<file path="src/rtl/spim_pkg.sv">
package spim_pkg;
  localparam int ADDR_W       = 6;
  localparam int CMD_MAX_BITS = 32;
  localparam int CNT_W        = 9;

  localparam logic [ADDR_W-1:0] OFS_XFER  = 6'h00;
  localparam logic [ADDR_W-1:0] OFS_CMD   = 6'h04;
  localparam logic [ADDR_W-1:0] OFS_DATA0 = 6'h08;
  localparam logic [ADDR_W-1:0] OFS_CTRL  = 6'h28;
  localparam logic [ADDR_W-1:0] OFS_LEN   = 6'h2C;
  localparam logic [ADDR_W-1:0] OFS_SEL   = 6'h38;

  localparam int GO_BIT    = 8;
  localparam int BUSY_BIT  = 16;
  localparam int LSBF_BIT  = 3;
  localparam int DIV_LSB   = 16;
  localparam int LCMD_LSB  = 24;
  localparam int LRD_LSB   = 12;
  localparam int LWR_LSB   = 0;

  typedef struct packed {
    logic [5:0]       cmd;
    logic [CNT_W-1:0] wr;
    logic [CNT_W-1:0] rd;
  } spim_len_t;
endpackage

</file>
<file path="src/rtl/spim_regs.sv">
module spim_regs
  import spim_pkg::*;
#(
  parameter int NUM_CS     = 2,
  parameter int DIV_W      = 12,
  parameter int DATA_WORDS = 8,
  parameter int DBIT_W     = $clog2(32 * DATA_WORDS)
) (
  input  logic                      clk,
  input  logic                      rst_n,
  input  logic                      reg_we,
  input  logic [ADDR_W-1:0]         reg_addr,
  input  logic [31:0]               reg_wdata,
  output logic [31:0]               reg_rdata,
  input  logic                      busy,
  input  logic                      rx_we,
  input  logic [DBIT_W-1:0]         rx_pos,
  input  logic                      rx_bit,
  output logic                      start_req,
  output logic [31:0]               cmd_word,
  output logic [32*DATA_WORDS-1:0]  data_flat,
  output logic [DIV_W-1:0]          div_field,
  output logic                      lsb_first,
  output spim_len_t                 len,
  output logic [NUM_CS-1:0]         cs_en
);
  localparam int DATA_BITS = 32 * DATA_WORDS;

  logic [31:0]       cmd_q;
  logic [31:0]       data_q [DATA_WORDS];
  logic [DIV_W-1:0]  div_q;
  logic              lsbf_q;
  logic [7:0]        lcmd_q;
  logic [CNT_W-1:0]  lwr_q;
  logic [CNT_W-1:0]  lrd_q;
  logic [NUM_CS-1:0] sel_q;
  logic [DATA_WORDS-1:0] word_hit;
  logic              idle_we;

  assign idle_we = reg_we && !busy;

  for (genvar gi = 0; gi < DATA_WORDS; gi++) begin : g_word
    localparam logic [ADDR_W-1:0] WADDR = ADDR_W'(8 + 4 * gi);
    assign word_hit[gi] = (reg_addr == WADDR);
    assign data_flat[32*gi +: 32] = data_q[gi];
  end

  always_ff @(posedge clk or negedge rst_n) begin
    if (!rst_n) begin
      cmd_q  <= '0;
      div_q  <= '0;
      lsbf_q <= 1'b0;
      lcmd_q <= '0;
      lwr_q  <= '0;
      lrd_q  <= '0;
      for (int i = 0; i < DATA_WORDS; i++) data_q[i] <= '0;
    end else if (idle_we) begin
      if (reg_addr == OFS_CMD) cmd_q <= reg_wdata;
      if (reg_addr == OFS_CTRL) begin
        div_q  <= reg_wdata[DIV_LSB +: DIV_W];
        lsbf_q <= reg_wdata[LSBF_BIT];
      end
      if (reg_addr == OFS_LEN) begin
        lcmd_q <= reg_wdata[LCMD_LSB +: 8];
        lwr_q  <= reg_wdata[LWR_LSB +: CNT_W];
        lrd_q  <= reg_wdata[LRD_LSB +: CNT_W];
      end
      for (int i = 0; i < DATA_WORDS; i++)
        if (word_hit[i]) data_q[i] <= reg_wdata;
    end else if (rx_we) begin
      data_q[rx_pos[DBIT_W-1:5]][rx_pos[4:0]] <= rx_bit;
    end
  end

  always_ff @(posedge clk or negedge rst_n) begin
    if (!rst_n)                              sel_q <= '0;
    else if (reg_we && reg_addr == OFS_SEL) sel_q <= reg_wdata[NUM_CS-1:0];
  end

  assign start_req = reg_we && !busy && (reg_addr == OFS_XFER) && reg_wdata[GO_BIT];

  always_comb begin
    len.cmd = (lcmd_q > 8'(CMD_MAX_BITS)) ? 6'(CMD_MAX_BITS) : lcmd_q[5:0];
    len.wr  = (lwr_q > CNT_W'(DATA_BITS)) ? CNT_W'(DATA_BITS) : lwr_q;
    len.rd  = (lrd_q > CNT_W'(DATA_BITS)) ? CNT_W'(DATA_BITS) : lrd_q;
  end

  always_comb begin
    reg_rdata = '0;
    case (reg_addr)
      OFS_XFER: reg_rdata[BUSY_BIT] = busy;
      OFS_CMD:  reg_rdata = cmd_q;
      OFS_CTRL: begin
        reg_rdata[DIV_LSB +: DIV_W] = div_q;
        reg_rdata[LSBF_BIT]         = lsbf_q;
      end
      OFS_LEN: begin
        reg_rdata[LCMD_LSB +: 8]    = lcmd_q;
        reg_rdata[LWR_LSB +: CNT_W] = lwr_q;
        reg_rdata[LRD_LSB +: CNT_W] = lrd_q;
      end
      OFS_SEL:  reg_rdata[NUM_CS-1:0] = sel_q;
      default: begin
        for (int i = 0; i < DATA_WORDS; i++)
          if (word_hit[i]) reg_rdata = data_q[i];
      end
    endcase
  end

  assign cmd_word  = cmd_q;
  assign div_field = div_q;
  assign lsb_first = lsbf_q;
  assign cs_en     = sel_q;
endmodule

</file>
<file path="src/rtl/spim_bitsel.sv">
module spim_bitsel
  import spim_pkg::*;
#(
  parameter int DATA_WORDS = 8,
  parameter int K_W        = 10,
  parameter int DBIT_W     = $clog2(32 * DATA_WORDS)
) (
  input  logic [K_W-1:0]            bit_idx,
  input  spim_len_t                 len,
  input  logic                      lsb_first,
  input  logic [31:0]               cmd_word,
  input  logic [32*DATA_WORDS-1:0]  data_flat,
  output logic                      tx_bit,
  output logic                      in_read,
  output logic [DBIT_W-1:0]         rx_pos
);
  logic [K_W-1:0]    c_end;
  logic [K_W-1:0]    w_end;
  logic [4:0]        cpos;
  logic [DBIT_W-1:0] k_wr;
  logic [DBIT_W-1:0] k_rd;
  logic [DBIT_W-1:0] wpos;

  always_comb begin
    c_end = K_W'(len.cmd);
    w_end = c_end + K_W'(len.wr);
    k_wr  = DBIT_W'(bit_idx - c_end);
    k_rd  = DBIT_W'(bit_idx - w_end);
    // command walks down from its top used bit
    cpos  = 5'(c_end - bit_idx - K_W'(1));
    if (lsb_first) cpos[2:0] = ~cpos[2:0];
    wpos   = {k_wr[DBIT_W-1:3], lsb_first ? k_wr[2:0] : ~k_wr[2:0]};
    rx_pos = {k_rd[DBIT_W-1:3], lsb_first ? k_rd[2:0] : ~k_rd[2:0]};
    in_read = (bit_idx >= w_end);
    if (bit_idx < c_end)  tx_bit = cmd_word[cpos];
    else if (!in_read)    tx_bit = data_flat[wpos];
    else                  tx_bit = 1'b0;
  end
endmodule

</file>
<file path="src/rtl/spim_engine.sv">
module spim_engine #(
  parameter int DIV_W = 12,
  parameter int K_W   = 10
) (
  input  logic             clk,
  input  logic             rst_n,
  input  logic             start_req,
  input  logic [DIV_W-1:0] div_field,
  input  logic [K_W-1:0]   total_bits,
  input  logic             in_read,
  output logic             busy,
  output logic             sck,
  output logic [K_W-1:0]   bit_idx,
  output logic             rx_we
);
  localparam int P_W = DIV_W + 1;

  logic [P_W-1:0] period;
  logic [P_W-1:0] hi_len;
  logic [P_W-1:0] lo_len;
  logic [P_W-1:0] cnt_q;
  logic           busy_q;
  logic           sck_q;
  logic [K_W-1:0] k_q;
  logic           lo_done;
  logic           hi_done;

  assign period  = {1'b0, div_field} + P_W'(2);
  assign hi_len  = period >> 1;
  assign lo_len  = period - hi_len;
  assign lo_done = (cnt_q == lo_len - P_W'(1));
  assign hi_done = (cnt_q == hi_len - P_W'(1));

  always_ff @(posedge clk or negedge rst_n) begin
    if (!rst_n) begin
      busy_q <= 1'b0;
      sck_q  <= 1'b0;
      cnt_q  <= '0;
      k_q    <= '0;
    end else if (!busy_q) begin
      if (start_req && total_bits != '0) begin
        busy_q <= 1'b1;
        sck_q  <= 1'b0;
        cnt_q  <= '0;
        k_q    <= '0;
      end
    end else if (!sck_q) begin
      if (lo_done) begin
        sck_q <= 1'b1;
        cnt_q <= '0;
      end else begin
        cnt_q <= cnt_q + P_W'(1);
      end
    end else begin
      if (hi_done) begin
        sck_q <= 1'b0;
        cnt_q <= '0;
        if (k_q == total_bits - K_W'(1)) busy_q <= 1'b0;
        else                             k_q    <= k_q + K_W'(1);
      end else begin
        cnt_q <= cnt_q + P_W'(1);
      end
    end
  end

  assign rx_we   = busy_q && !sck_q && lo_done && in_read;
  assign busy    = busy_q;
  assign sck     = sck_q;
  assign bit_idx = k_q;
endmodule

</file>
<file path="src/rtl/spi_buffered_master.sv">
module spi_buffered_master
  import spim_pkg::*;
#(
  parameter int NUM_CS     = 2,
  parameter int DIV_W      = 12,
  parameter int DATA_WORDS = 8
) (
  input  logic              clk,
  input  logic              rst_n,
  input  logic              reg_we,
  input  logic [5:0]        reg_addr,
  input  logic [31:0]       reg_wdata,
  output logic [31:0]       reg_rdata,
  output logic              spi_sck,
  output logic              spi_mosi,
  input  logic              spi_miso,
  output logic [NUM_CS-1:0] spi_cs_n
);
  localparam int DATA_BITS = 32 * DATA_WORDS;
  localparam int DBIT_W    = $clog2(DATA_BITS);
  localparam int K_W       = $clog2(CMD_MAX_BITS + 2 * DATA_BITS + 1);

  logic                     busy;
  logic                     start_req;
  logic                     rx_we;
  logic [DBIT_W-1:0]        rx_pos;
  logic [31:0]              cmd_word;
  logic [DATA_BITS-1:0]     data_flat;
  logic [DIV_W-1:0]         div_field;
  logic                     lsb_first;
  spim_len_t                len;
  logic [NUM_CS-1:0]        cs_en;
  logic [K_W-1:0]           total_bits;
  logic [K_W-1:0]           bit_idx;
  logic                     tx_bit;
  logic                     in_read;

  assign total_bits = K_W'(len.cmd) + K_W'(len.wr) + K_W'(len.rd);

  spim_regs #(.NUM_CS(NUM_CS), .DIV_W(DIV_W), .DATA_WORDS(DATA_WORDS), .DBIT_W(DBIT_W)) u_regs (
    .clk(clk), .rst_n(rst_n), .reg_we(reg_we), .reg_addr(reg_addr),
    .reg_wdata(reg_wdata), .reg_rdata(reg_rdata), .busy(busy),
    .rx_we(rx_we), .rx_pos(rx_pos), .rx_bit(spi_miso),
    .start_req(start_req), .cmd_word(cmd_word), .data_flat(data_flat),
    .div_field(div_field), .lsb_first(lsb_first), .len(len), .cs_en(cs_en)
  );

  spim_bitsel #(.DATA_WORDS(DATA_WORDS), .K_W(K_W), .DBIT_W(DBIT_W)) u_bitsel (
    .bit_idx(bit_idx), .len(len), .lsb_first(lsb_first), .cmd_word(cmd_word),
    .data_flat(data_flat), .tx_bit(tx_bit), .in_read(in_read), .rx_pos(rx_pos)
  );

  spim_engine #(.DIV_W(DIV_W), .K_W(K_W)) u_engine (
    .clk(clk), .rst_n(rst_n), .start_req(start_req), .div_field(div_field),
    .total_bits(total_bits), .in_read(in_read), .busy(busy), .sck(spi_sck),
    .bit_idx(bit_idx), .rx_we(rx_we)
  );

  assign spi_mosi = busy && tx_bit;
  assign spi_cs_n = ~cs_en;
endmodule

</file>
<file path="config.mk">
export PLATFORM = sky130hd
export DESIGN_NAME = spi_buffered_master
export DESIGN_NICKNAME = d
export VERILOG_FILES = /design/src/rtl/spim_pkg.sv /design/src/rtl/spim_regs.sv /design/src/rtl/spim_bitsel.sv /design/src/rtl/spim_engine.sv /design/src/rtl/spi_buffered_master.sv
export SDC_FILE = /design/constraint.sdc
export NUM_CORES = 1
export LEC_CHECK = 0
export BUFFER_PORTS_ARGS = -buffer_cell sky130_fd_sc_hd__buf_2
export CORE_MARGIN = 2
export CORE_UTILIZATION = 35
export DETAILED_ROUTE_END_ITERATION = 10
export GPL_TIMING_DRIVEN = 0
export MAX_ROUTING_LAYER = met4
export SLEW_MARGIN = 20
export SYNTH_ARGS = -nofsm -noshare
export SYNTH_HDL_FRONTEND = slang
export SYNTH_SLANG_ARGS = --single-unit
</file>
<file path="constraint.sdc">
create_clock -name clk -period 7.3 [get_ports clk]
set_clock_uncertainty 0.15 [all_clocks]
set_input_delay 1.46 -clock clk [delete_from_list [all_inputs] [get_ports clk]]
set_output_delay 1.46 -clock clk [all_outputs]
set_load 0.05 [all_outputs]
</file>
==> results.md <==
* Outcome: complete, no violations
* Critical path type: reg -> out
* Top-count cell post-synth: a21oi_1
* First-pass GRT wire length at 170,900 um
* Gate Count Post-Synth at between 2k and 3k
* Leakage Power at between 10 and 15 nW
* Core Footprint at roughly 0.073 mm^2
* HPWL Detailed at 92,670 um
* Total design power at ~10 mW
* Final period util at ~100%
* Gr usage total at between 30% and 40%
* R2R Path End: u_regs.data_flat[19]$_DFFE_PN0P_
* CTS Sinks at about 350
* P per Cell Area at 350.7 mW/mm^2
* Setup TNS at 0 ns
* Final setup fails at 0
* Row cnt at 99
* Seq cells post-synth at around 350
* Hold_sp: u_regs.data_flat[126]$_DFFE_PN0P_
* Worst Tran Pin Value at ~1.3 ns
* Synth cell types at between 80 and 90
* Commonest cells post-synth: a21oi_1 (557), nor2_1 (361), dfrtp_1 (354)
* Reg2reg start: u_regs.lcmd_q[5]$_DFFE_PN0P_
* Count of non-filler cells in the finished layout at around 4k
* Via-to-Cell Ratio at roughly 6.4
* Max-slew violations at 0
* Initial antenna violation count at 3
* First-iteration detailed-routing DRC count at 3,506
* Final hold violation count at 0
* Pre-CTS WS at -0.6580 ns
* Root Driver: clkbuf_16
* Worst r2r path cells at 20
* CP startpoint kind: register
* Ys flop type: dfrtp_1
* DIE AREA at 0.07555 mm^2
* Worst min path class: reg -> reg
* Relative slew margins at ~16%
* Max Cap Viol at 0
* Max Clock Freq at 137.6 MHz
* Clock Path Buffers at 3
* Syn Nets at just under 3k
* Avg Cell Area, Syn at ~9 um^2
* Peak supply drop at approximately 0.28 mV
* Number of synthesized flops with an enable pin at 0
* Boundary Pins at 78
* Clock Latency Late Sink at 0.60 ns
* Synth area leader: dfrtp_1
* IO buf count at 74
* Die Wd at ~270 um
* Hold Crit Endpoint: u_regs.data_flat[126]$_DFFE_PN0P_
* DIE HEIGHT at approximately 270 um
* Vias in the first global route at ~24k
* Hold Buf Count CTS at 0
* CP required at ~5.7 ns
* Total Wirelength at between 100,000 and 150,000 um
* Largest net degree at the start of global routing at between 80 and 90
* Layout cell share with drive strength beyond 1 at 15.56%
* WHS Path Cells at 1
* Crit path DAT at 5.66 ns
* Post-route ant nets at 0
* Yosys warns at 0
* CTS tree: built
* Mapped Area at 0.02568 mm^2
* Placed Area at 0.02762 mm^2
* Initial Utilization at a little over a third
* Min Tclk post-route at approximately 7.3 ns
* Seq/Total Area, Yosys at 34.50%
* Number of instances in the placed design at between 3k and 4k
* Grt ovf at 0
* Worst setup EP type: output port
* WL/cell at just under 30 um
* Drt pass-1 iters at 7
* Share of synthesized registers carrying an async set or reset at 100.0%
* Finished Cell Area at about 0.029 mm^2
* H-tree lvl count at 2
* Clock Pin Slew Worst Setup and Hold Paths at about 0.06 ns
* Area grow syn2layout at 14.74%
* Crit-path max FO at 10
* FF-to-FF setup slack at roughly 0.73 ns
* Routability cong. at ~1.0
* # DRC at 0
* Final Worst Setup Slack at between 0.03 and 0.04 ns
* Synth top area share at 34.50%
* Total Nets Final at 3,113
* CTS buffer count at 45
* Synth area leaders: dfrtp_1 (34%), a21oi_1 (11%), o22a_1 (7.6%)
* Vias at about 26k
[area by class of cell]
type | count | area (um^2)
Clock inverter | 18 | 255.2
Fill cell | 7310 | 43370
Timing Repair Buffer | 87 | 603.1
Buffer | 239 | 1112
Inverter | 53 | 198.9
Clock buffer | 63 | 1295
Antenna cell | 3 | 7.507
Tap cell | 959 | 1200
Sequential cell | 354 | 8859
Multi-Input combinational cell | 2232 | 15930
[timing repair]
| action | 4_1_cts | 5_1_grt |
|---|---|---|
| buffers inserted | 2 | 1 |
| hold endpoints to repair | 0 | 0 |
| pin swaps | 1 | 1 |
| gates resized for setup | 27 | 22 |
| endpoints found under the setup margin | 1 | 1 |
[metal layers]
layer / part of all wire, % / global-route usage [%] / up-vias
met5: 0 / - / -
met4: 6.4 / 17.47 / 0
met3: 11 / 7.218 / 327
met2: 43 / 46.85 / 1615
met1: 39 / 41.11 / 12701
li1: - / - / 11009
[how the worst max path moves through the flow]
stage	start	end
final	u_regs.lcmd_q[5]$_DFFE_PN0P_	spi_mosi
after global routing	u_regs.lcmd_q[5]$_DFFE_PN0P_	spi_mosi
after CTS	u_regs.lcmd_q[7]$_DFFE_PN0P_	spi_mosi
after detailed placement	u_regs.lcmd_q[5]$_DFFE_PN0P_	spi_mosi
after global placement	rst_n	u_regs.data_flat[71]$_DFFE_PN0P_
after floorplan	u_regs.lcmd_q[5]$_DFFE_PN0P_	spi_mosi
[through the flow]
step / hold WS, ns / utilization (%)
global placement: 0.3599 / 37.41
finish: 0.3846 / 40.45
global route: 0.3952 / 40.45
CTS: 0.3808 / 40.20
detailed placement: 0.3680 / 37.93
floorplan: 0.3430 / -
[cells by family after synthesis]
logic type	share of synthesized area, %
AOI/OAI and AO/OA	28.67
and+or+nand+nor	12.34
DFF	34.50
buffers and inverters	4.751
muxes	12.78
xor gates and xnor gates	3.684
adders and majority gates	3.270
other	0.01460
[report_power, final]
| group | leakage (nW) | total, mW | switching [mW] | internal, mW |
|---|---|---|---|---|
| combinational | 6.77 | 5.32 | 3.56 | 1.76 |
| sequential | 4.66 | 2.59 | 0.344 | 2.25 |
| clock | 0.770 | 2.42 | 0.974 | 1.45 |
[cells in the final DEF (no fill, tap or decap), drive strengths merged, types with 17 or more instances in the layout]
cell type,count
nand2,114
nand3,73
buf,159
xnor2,60
xor2,39
inv,53
nor2b,34
nor3,61
o31ai,39
dfrtp,354
ha,55
nand2b,17
mux2,80
a21o,46
o21ai,84
mux2i,66
a211oi,18
o22a,224
clkbuf,229
mux4,76
nor2,363
a22oi,72
a21oi,565
[flip-flops by register name, indices dropped and copies added (netlist names)]
signal,count
u_regs.data_flat,256
u_regs.cmd_word,32
u_engine.cnt_q,13
u_regs.div_field,12
u_engine.bit_idx,10
u_regs.lrd_q,9
u_regs.lwr_q,9
u_regs.lcmd_q,8
u_regs.cs_en,2
u_engine.busy,1
u_engine.sck,1
u_regs.lsb_first,1
[critical path, cell delays in order, from the launching register on]
cell and delay, ns:
dfrtp_1 0.43, nor3_4 0.26, and2_4 0.23, ha_1 0.22
fa_1 0.49, xnor2_2 0.21, buf_6 0.22, buf_8 0.20
buf_12 0.20, buf_8 0.22, mux4_2 0.38, nor2b_1 0.17
a211oi_2 0.32, a21oi_1 0.07, mux4_2 0.58, mux2i_1 0.22
a211oi_2 0.11, a21oi_1 0.19, nor2_1 0.08, buf_4 0.20
(Power assumes the default switching activity.)
